`src/rtl/gls_pkg.sv`:
```
package gls_pkg;

  localparam int FIELD_W = 6;

  typedef struct packed {
    logic                rev;
    logic [FIELD_W-1:0]  field;
  } scan_cfg_t;

  // Lines in one frame: eight-line groups, limited to the panel size.
  function automatic int line_total(input int field, input int gran, input int ngates);
    int n;
    n = (field + 1) * gran;
    return (n > ngates) ? ngates : n;
  endfunction

  // First gate of a frame (1-based numbering).
  function automatic int first_gate(input logic rev, input int ngates);
    return rev ? ngates : 1;
  endfunction

  // Next gate in the scan direction.
  function automatic int next_gate(input int cur, input logic rev);
    return rev ? cur - 1 : cur + 1;
  endfunction

endpackage

```
`src/rtl/gls_cfg_regs.sv`:
```
module gls_cfg_regs
  import gls_pkg::*;
#(
  parameter int          ADDR_W   = 8,
  parameter logic [7:0]  CFG_ADDR = 8'h60,
  localparam int         DATA_W   = FIELD_W + 1
) (
  input  logic              clk,
  input  logic              rst_n,
  input  logic              wr_en,
  input  logic [ADDR_W-1:0] wr_addr,
  input  logic [DATA_W-1:0] wr_data,
  input  logic              frame_start,
  output scan_cfg_t         pend_cfg,
  output scan_cfg_t         act_cfg
);

  logic wr_hit;
  assign wr_hit = wr_en && (wr_addr == ADDR_W'(CFG_ADDR));

  always_ff @(posedge clk or negedge rst_n) begin
    if (!rst_n) begin
      pend_cfg <= '0;
    end else if (wr_hit) begin
      pend_cfg.rev   <= wr_data[FIELD_W];
      pend_cfg.field <= wr_data[FIELD_W-1:0];
    end
  end

  always_ff @(posedge clk or negedge rst_n) begin
    if (!rst_n) begin
      act_cfg <= '0;
    end else if (frame_start) begin
      act_cfg <= pend_cfg;
    end
  end


  act_hold_chk: assert property (@(posedge clk) disable iff (!rst_n)
    !frame_start |=> $stable(act_cfg));


  act_load_chk: assert property (@(posedge clk) disable iff (!rst_n)
    frame_start |=> act_cfg == $past(pend_cfg));


  miss_keep_chk: assert property (@(posedge clk) disable iff (!rst_n)
    !wr_hit |=> $stable(pend_cfg));

endmodule

```
`src/rtl/gls_scan_ctrl.sv`:
```
module gls_scan_ctrl
  import gls_pkg::*;
#(
  parameter int  NUM_GATES = 320,
  parameter int  GRAN      = 8,
  localparam int IDX_W     = $clog2(NUM_GATES + 1)
) (
  input  logic             clk,
  input  logic             rst_n,
  input  logic             frame_start,
  input  logic             line_tick,
  input  scan_cfg_t        start_cfg,
  input  scan_cfg_t        run_cfg,
  output logic [IDX_W-1:0] gate_num,
  output logic             line_valid,
  output logic             frame_done,
  output logic             evt_advance,
  output logic             evt_last
);

  logic [IDX_W-1:0] lines_tot;
  logic [IDX_W-1:0] line_cnt;
  logic [IDX_W-1:0] gate_first;
  logic [IDX_W-1:0] gate_next;
  logic             tick_live;

  assign lines_tot  = IDX_W'(line_total(int'(run_cfg.field), GRAN, NUM_GATES));
  assign gate_first = IDX_W'(first_gate(start_cfg.rev, NUM_GATES));
  assign gate_next  = IDX_W'(next_gate(int'(gate_num), run_cfg.rev));

  assign tick_live   = line_valid && line_tick && !frame_start;
  assign evt_last    = tick_live && (line_cnt == lines_tot - IDX_W'(1));
  assign evt_advance = tick_live && !evt_last;

  always_ff @(posedge clk or negedge rst_n) begin
    if (!rst_n) begin
      line_valid <= 1'b0;
      frame_done <= 1'b0;
      line_cnt   <= '0;
      gate_num   <= '0;
    end else if (frame_start) begin
      line_valid <= 1'b1;
      frame_done <= 1'b0;
      line_cnt   <= '0;
      gate_num   <= gate_first;
    end else if (evt_last) begin
      line_valid <= 1'b0;
      frame_done <= 1'b1;
      line_cnt   <= '0;
      gate_num   <= '0;
    end else if (evt_advance) begin
      frame_done <= 1'b0;
      line_cnt   <= line_cnt + IDX_W'(1);
      gate_num   <= gate_next;
    end else begin
      frame_done <= 1'b0;
    end
  end


  done_pulse_chk: assert property (@(posedge clk) disable iff (!rst_n)
    frame_done |=> !frame_done);


  done_idle_chk: assert property (@(posedge clk) disable iff (!rst_n)
    frame_done |-> (!line_valid && gate_num == '0));


  first_gate_chk: assert property (@(posedge clk) disable iff (!rst_n)
    frame_start |=> (line_valid &&
                     gate_num == (run_cfg.rev ? IDX_W'(NUM_GATES) : IDX_W'(1))));


  step_up_chk: assert property (@(posedge clk) disable iff (!rst_n)
    (evt_advance && !run_cfg.rev) |=> gate_num == $past(gate_num) + IDX_W'(1));


  step_down_chk: assert property (@(posedge clk) disable iff (!rst_n)
    (evt_advance && run_cfg.rev) |=> gate_num == $past(gate_num) - IDX_W'(1));


  hold_gate_chk: assert property (@(posedge clk) disable iff (!rst_n)
    (line_valid && !line_tick && !frame_start) |=> $stable(gate_num));


  gate_range_chk: assert property (@(posedge clk) disable iff (!rst_n)
    line_valid |-> (gate_num >= IDX_W'(1) && gate_num <= IDX_W'(NUM_GATES)
                    && line_cnt < lines_tot));


  idle_tick_chk: assert property (@(posedge clk) disable iff (!rst_n)
    (!line_valid && !frame_start) |=> (!line_valid && gate_num == '0));

endmodule

```
`src/rtl/gls_gate_decode.sv`:
```
module gls_gate_decode #(
  parameter int  NUM_GATES = 320,
  localparam int IDX_W     = $clog2(NUM_GATES + 1)
) (
  input  logic                 clk,
  input  logic                 rst_n,
  input  logic                 line_valid,
  input  logic [IDX_W-1:0]     gate_num,
  output logic [NUM_GATES-1:0] gate_en
);

  for (genvar g = 0; g < NUM_GATES; g++) begin : g_dec
    assign gate_en[g] = line_valid && (gate_num == IDX_W'(g + 1));
  end


  en_onehot_chk: assert property (@(posedge clk) disable iff (!rst_n)
    $onehot0(gate_en));


  en_match_chk: assert property (@(posedge clk) disable iff (!rst_n)
    line_valid |-> $countones(gate_en) == 1);


  en_idle_chk: assert property (@(posedge clk) disable iff (!rst_n)
    !line_valid |-> gate_en == '0);

endmodule

```
`src/rtl/gls_gate_scan_seq.sv`:
```
module gls_gate_scan_seq
  import gls_pkg::*;
#(
  parameter int          NUM_GATES = 320,
  parameter int          GRAN      = 8,
  parameter int          ADDR_W    = 8,
  parameter logic [7:0]  CFG_ADDR  = 8'h60,
  localparam int         IDX_W     = $clog2(NUM_GATES + 1),
  localparam int         DATA_W    = FIELD_W + 1
) (
  input  logic                 clk,
  input  logic                 rst_n,
  input  logic                 line_tick,
  input  logic                 frame_start,
  input  logic                 cfg_wr_en,
  input  logic [ADDR_W-1:0]    cfg_wr_addr,
  input  logic [DATA_W-1:0]    cfg_wr_data,
  output logic [IDX_W-1:0]     gate_num,
  output logic [NUM_GATES-1:0] gate_en,
  output logic                 line_valid,
  output logic                 frame_done
);

  scan_cfg_t pend_cfg;
  scan_cfg_t act_cfg;
  logic      evt_advance;
  logic      evt_last;

  gls_cfg_regs #(
    .ADDR_W   (ADDR_W),
    .CFG_ADDR (CFG_ADDR)
  ) u_cfg (
    .clk         (clk),
    .rst_n       (rst_n),
    .wr_en       (cfg_wr_en),
    .wr_addr     (cfg_wr_addr),
    .wr_data     (cfg_wr_data),
    .frame_start (frame_start),
    .pend_cfg    (pend_cfg),
    .act_cfg     (act_cfg)
  );

  gls_scan_ctrl #(
    .NUM_GATES (NUM_GATES),
    .GRAN      (GRAN)
  ) u_ctrl (
    .clk         (clk),
    .rst_n       (rst_n),
    .frame_start (frame_start),
    .line_tick   (line_tick),
    .start_cfg   (pend_cfg),
    .run_cfg     (act_cfg),
    .gate_num    (gate_num),
    .line_valid  (line_valid),
    .frame_done  (frame_done),
    .evt_advance (evt_advance),
    .evt_last    (evt_last)
  );

  gls_gate_decode #(
    .NUM_GATES (NUM_GATES)
  ) u_dec (
    .clk        (clk),
    .rst_n      (rst_n),
    .line_valid (line_valid),
    .gate_num   (gate_num),
    .gate_en    (gate_en)
  );


  restart_wins_chk: assert property (@(posedge clk) disable iff (!rst_n)
    frame_start |-> (!evt_advance && !evt_last));

endmodule

```
`config.mk`:
```
export PLATFORM = sky130hd
export DESIGN_NAME = gls_gate_scan_seq
export DESIGN_NICKNAME = d
export VERILOG_FILES = /design/src/rtl/gls_pkg.sv /design/src/rtl/gls_cfg_regs.sv /design/src/rtl/gls_scan_ctrl.sv /design/src/rtl/gls_gate_decode.sv /design/src/rtl/gls_gate_scan_seq.sv
export SDC_FILE = /design/constraint.sdc
export NUM_CORES = 1
export LEC_CHECK = 0
export BUFFER_PORTS_ARGS = -buffer_cell sky130_fd_sc_hd__buf_2
export CAP_MARGIN = 20
export CELL_PAD_IN_SITES_DETAIL_PLACEMENT = 2
export CELL_PAD_IN_SITES_GLOBAL_PLACEMENT = 2
export CORE_ASPECT_RATIO = 1.25
export CORE_MARGIN = 2
export CORE_UTILIZATION = 15
export CTS_CLUSTER_DIAMETER = 200
export DETAILED_ROUTE_END_ITERATION = 6
export PLACE_DENSITY = 0.82
export SETUP_SLACK_MARGIN = 0.2
export SKIP_LAST_GASP = 1
export SYNTH_ARGS = -nofsm -noshare
export SYNTH_HDL_FRONTEND = slang
export SYNTH_SLANG_ARGS = --single-unit
```
`constraint.sdc`:
```
create_clock -name clk -period 3.3 [get_ports clk]
set_input_delay 0.66 -clock clk [delete_from_list [all_inputs] [get_ports clk]]
set_output_delay 0.66 -clock clk [all_outputs]
set_load 0.03 [all_outputs]
```
==> impl_summary.log <==
[metrics] Setup CP Type: flip-flop to flip-flop
[metrics] Worst slew margin: 0.3798
[metrics] core outline area: 26570 µm²
[metrics] final setup violation count: 0
[metrics] most used flip-flop cell after synthesis: sky130_fd_sc_hd__dfrtp_1
[metrics] clock buffers created by TritonCTS: 5
[metrics] number of antenna violations at the first check in global routing: 0
[metrics] Max clock buf depth: 2
[metrics] most frequent cell after synthesis: sky130_fd_sc_hd__nor2_1
[metrics] overall track demand over capacity in global routing: 0.1841
[metrics] post-route minimum period: 3156 ps
[metrics] overall routed net length: 27.37 mm
[metrics] filler instances: 3326
[metrics] kind of end point of the critical path: flip-flop
[metrics] area delta synth->final: 66.30%
[metrics] count of hold-fix buffers inserted at cts: 0
[metrics] Final ANT Viol Nets: 0
[metrics] clock latency on the worst-skew pair: 280 ps
[metrics] Worst setup SP type: flip-flop
[metrics] area of all sequential standard cells: 853.3 µm²
[metrics] die extent in x: 150.5 µm
[metrics] I/O Buffers: 350
[metrics] commonest cells in the netlist: sky130_fd_sc_hd__nor2_1 (343), sky130_fd_sc_hd__nand2_1 (58), sky130_fd_sc_hd__clkbuf_1 (52)
[metrics] count of H-tree levels built during CTS: 2
[metrics] result of the run: complete, no violations
[metrics] share of synthesized registers carrying an async set or reset: 1.000
[metrics] Warnings, synthesis: 0
[metrics] most area-hungry cell type in the Yosys netlist: sky130_fd_sc_hd__nor2_1
[metrics] Final Hold Vio Count: 0
[metrics] number of instances in the synthesized netlist: 681
[metrics] sequential share of the synthesized area: 0.2116
[metrics] detailed placement HPWL: 21.10 mm
[metrics] count of different cell masters after synthesis: 54
[metrics] highest net fanout along the worst path: 5
[metrics] count of placed standard cells including taps: 1347
[metrics] layout cell share with drive strength beyond 1: 0.4622
[metrics] Clock transition at path regs: 50 ps
[metrics] final setup skew: 3.886 ps
[metrics] synthesized area per cell: 5.905 µm²
[metrics] via count of the first global-routing pass: 6254
[metrics] TritonCTS clock tree: built
[metrics] Net count, final: 1048
[metrics] number of primary I/O pins: 351
[metrics] total number of vias: 6106
[metrics] data required time at the worst endpoint: 3420 ps
[metrics] clock tree root buffer cell: sky130_fd_sc_hd__clkbuf_16
[metrics] std cell rows: 67
[metrics] ratio of final minimum period to clock period: 0.9565
[metrics] Max rail drop VDD: 0.2005 mV
[metrics] largest net degree at the start of global routing: 35
[metrics] Final Slew Violations: 0
[metrics] P_leak: 3.588 nW
[metrics] die area: 28140 µm²
[metrics] remaining routing DRC violations: 0
[metrics] multi-input combinational cell area: 3119 µm²
[metrics] starting density of the core: 0.1513
[metrics] number of synthesized flops with an enable pin: 0
[metrics] maximum capacitance violations: 0
[metrics] Vias/cell: 4.477
[metrics] synthesized net count: 711
[metrics] clk sink count: 34
[metrics] Hold WC Path Type: primary input to async pin
[metrics] RSZ-0062 raised after global routing: true
[metrics] drt first-iter violations: 211
[metrics] arrival time at the worst endpoint: 3280 ps
[metrics] number of standard cells in the layout, taps in and fillers out: 1364
[metrics] global-route wire length before repair: 39.87 mm
[metrics] final instance area: 6688 µm²
[metrics] Ant. Diodes: 0
[metrics] Least-Margin Pin Slew: 928.0 ps
[metrics] post-synth top area share: 0.3202
[metrics] mean routed wirelength per cell: 20.07 µm
[metrics] Final GP Congestion: 0.9062
[metrics] fmax: 0.3168 GHz
[metrics] number of flip-flops and latches in the synthesized netlist: 34
[metrics] Sum Neg Setup Slack: 0 ps
[metrics] DIE HEIGHT: 187.1 µm
[metrics] Placed Area: 6241 µm²
[metrics] synth top area cells: sky130_fd_sc_hd__nor2_1 (32%), sky130_fd_sc_hd__dfrtp_1 (21%), sky130_fd_sc_hd__nand2_1 (5.4%)
[metrics] drt first pass iters: 6
[metrics] cell area power density: 202.5 nW/µm²
[metrics] area of the mapped netlist: 4021 µm²
[metrics] total global routing overflow: 0
power by group:
group          internal, mW  leakage [nW]  switching (mW)
Clock                 0.298        0.0729           0.177
Combinational         0.136          3.06           0.276
Sequential            0.435         0.457          0.0316
cell usage in the layout (no fill, tap or decap), types with 2 or more instances in the layout:
cell type	count
sky130_fd_sc_hd__and2_1	5
sky130_fd_sc_hd__buf_4	39
sky130_fd_sc_hd__a31oi_4	2
sky130_fd_sc_hd__dfrtp_2	2
sky130_fd_sc_hd__o211ai_1	2
sky130_fd_sc_hd__inv_1	6
sky130_fd_sc_hd__nor3_4	4
sky130_fd_sc_hd__ha_4	2
sky130_fd_sc_hd__nor2b_1	14
sky130_fd_sc_hd__mux2i_1	3
sky130_fd_sc_hd__nand3_1	12
sky130_fd_sc_hd__a31oi_1	3
sky130_fd_sc_hd__and3_1	8
sky130_fd_sc_hd__dfrtp_1	32
sky130_fd_sc_hd__o21ai_2	5
sky130_fd_sc_hd__o21ai_0	4
sky130_fd_sc_hd__nand2_1	51
sky130_fd_sc_hd__nand4_1	8
sky130_fd_sc_hd__a211oi_2	2
sky130_fd_sc_hd__nand2b_1	2
sky130_fd_sc_hd__xor2_1	6
sky130_fd_sc_hd__a21oi_1	5
sky130_fd_sc_hd__ha_1	7
sky130_fd_sc_hd__nor2_1	342
sky130_fd_sc_hd__nand3b_1	2
sky130_fd_sc_hd__clkbuf_16	5
sky130_fd_sc_hd__a31o_2	5
sky130_fd_sc_hd__nand2_2	7
sky130_fd_sc_hd__a22oi_1	3
sky130_fd_sc_hd__xnor2_2	3
sky130_fd_sc_hd__buf_2	350
sky130_fd_sc_hd__nor3b_1	2
sky130_fd_sc_hd__buf_6	4
sky130_fd_sc_hd__mux2_2	13
sky130_fd_sc_hd__nor3_1	5
sky130_fd_sc_hd__nor3_2	5
sky130_fd_sc_hd__nand4b_1	3
sky130_fd_sc_hd__xnor2_1	13
worst max-delay path: stages, from the launching register on:
cell,delay [ps]
sky130_fd_sc_hd__dfrtp_2,440
sky130_fd_sc_hd__and3_4,190
sky130_fd_sc_hd__or3_4,340
sky130_fd_sc_hd__a31oi_4,190
sky130_fd_sc_hd__or2b_4,150
sky130_fd_sc_hd__nand3_4,70
sky130_fd_sc_hd__ha_4,190
sky130_fd_sc_hd__buf_4,140
sky130_fd_sc_hd__buf_4,130
sky130_fd_sc_hd__xor2_2,260
sky130_fd_sc_hd__xnor2_2,170
sky130_fd_sc_hd__nand4_1,130
sky130_fd_sc_hd__a211oi_2,310
sky130_fd_sc_hd__buf_4,210
sky130_fd_sc_hd__nor3_1,60
cell type report:
class | instances | share of cell area
sequential | 34 | 0.1276
multi-input combinational | 577 | 0.4664
timing repair buffer | 394 | 0.3154
clock inverter | 2 | 0.001871
inverter | 6 | 0.003368
tap | 345 | 0.06455
clock buffer | 6 | 0.02077
per-stage QoR:
| step | total power, mW | setup slack (ps) | hold WS [ps] | util |
|---|---|---|---|---|
| final | 1.354 | 143.5 | 455.0 | 0.2517 |
| after global routing | 1.425 | 24.14 | 511.8 | 0.2517 |
| after CTS | 1.355 | 168.4 | 503.5 | 0.2451 |
| after detailed placement | 0.8548 | 63.21 | 494.9 | 0.2349 |
| after global placement | 0.8374 | 258.3 | 472.1 | 0.2349 |
| after floorplan | 0.7012 | 179.1 | 364.4 | - |
what timing repair did:
item	4_1_cts	5_1_grt
setup endpoints to repair	20	104
setup buffers	6	2
pin swaps	11	20
resized for setup	16	33
hold endpoints to repair	0	0
cloned	1	0
state kept, by name (all words and copies together), names as in the netlist:
name,cells
u_ctrl.gate_num,9
u_ctrl.frame_done,1
u_cfg.act_cfg,7
u_ctrl.line_valid,1
u_ctrl.line_cnt,9
u_cfg.pend_cfg,7
kinds of logic (layout without fill, tap and decap cells):
group,count (synthesis),count (layout),share of synthesized area
fa+ha+maj,10,10,0.03111
compound gates,40,40,0.07529
flops,34,34,0.2116
buf+inv,70,408,0.07312
xor+xnor,23,23,0.05196
simple gates,488,488,0.5131
mux,16,16,0.04387
per-layer routing:
metal,vias to the layer above,GRT usage,part of all wire
met2,251,0.3575,0.53
met3,31,0.02902,0.069
met1,3000,0.2037,0.38
met5,-,0,0
li1,2824,-,-
met4,0,0.04463,0.022
worst paths after layout:
path | from | to | slack, ps | cells after the start
setup / recovery | u_cfg.act_cfg[1] | u_ctrl.gate_num[4] | 140 | 14
hold / removal | rst_n | u_cfg.pend_cfg[1] | 450 | 1
setup reg to reg | u_cfg.act_cfg[1] | u_ctrl.gate_num[4] | 140 | 14
hold reg to reg | u_cfg.pend_cfg[5] | u_cfg.act_cfg[5] | 500 | 2
max in group asynchronous | rst_n | u_cfg.act_cfg[4] | 2280 | 1
min in group clk | u_cfg.pend_cfg[5] | u_cfg.act_cfg[5] | 500 | 2
No activity file was read; power rests on OpenSTA's default activity.
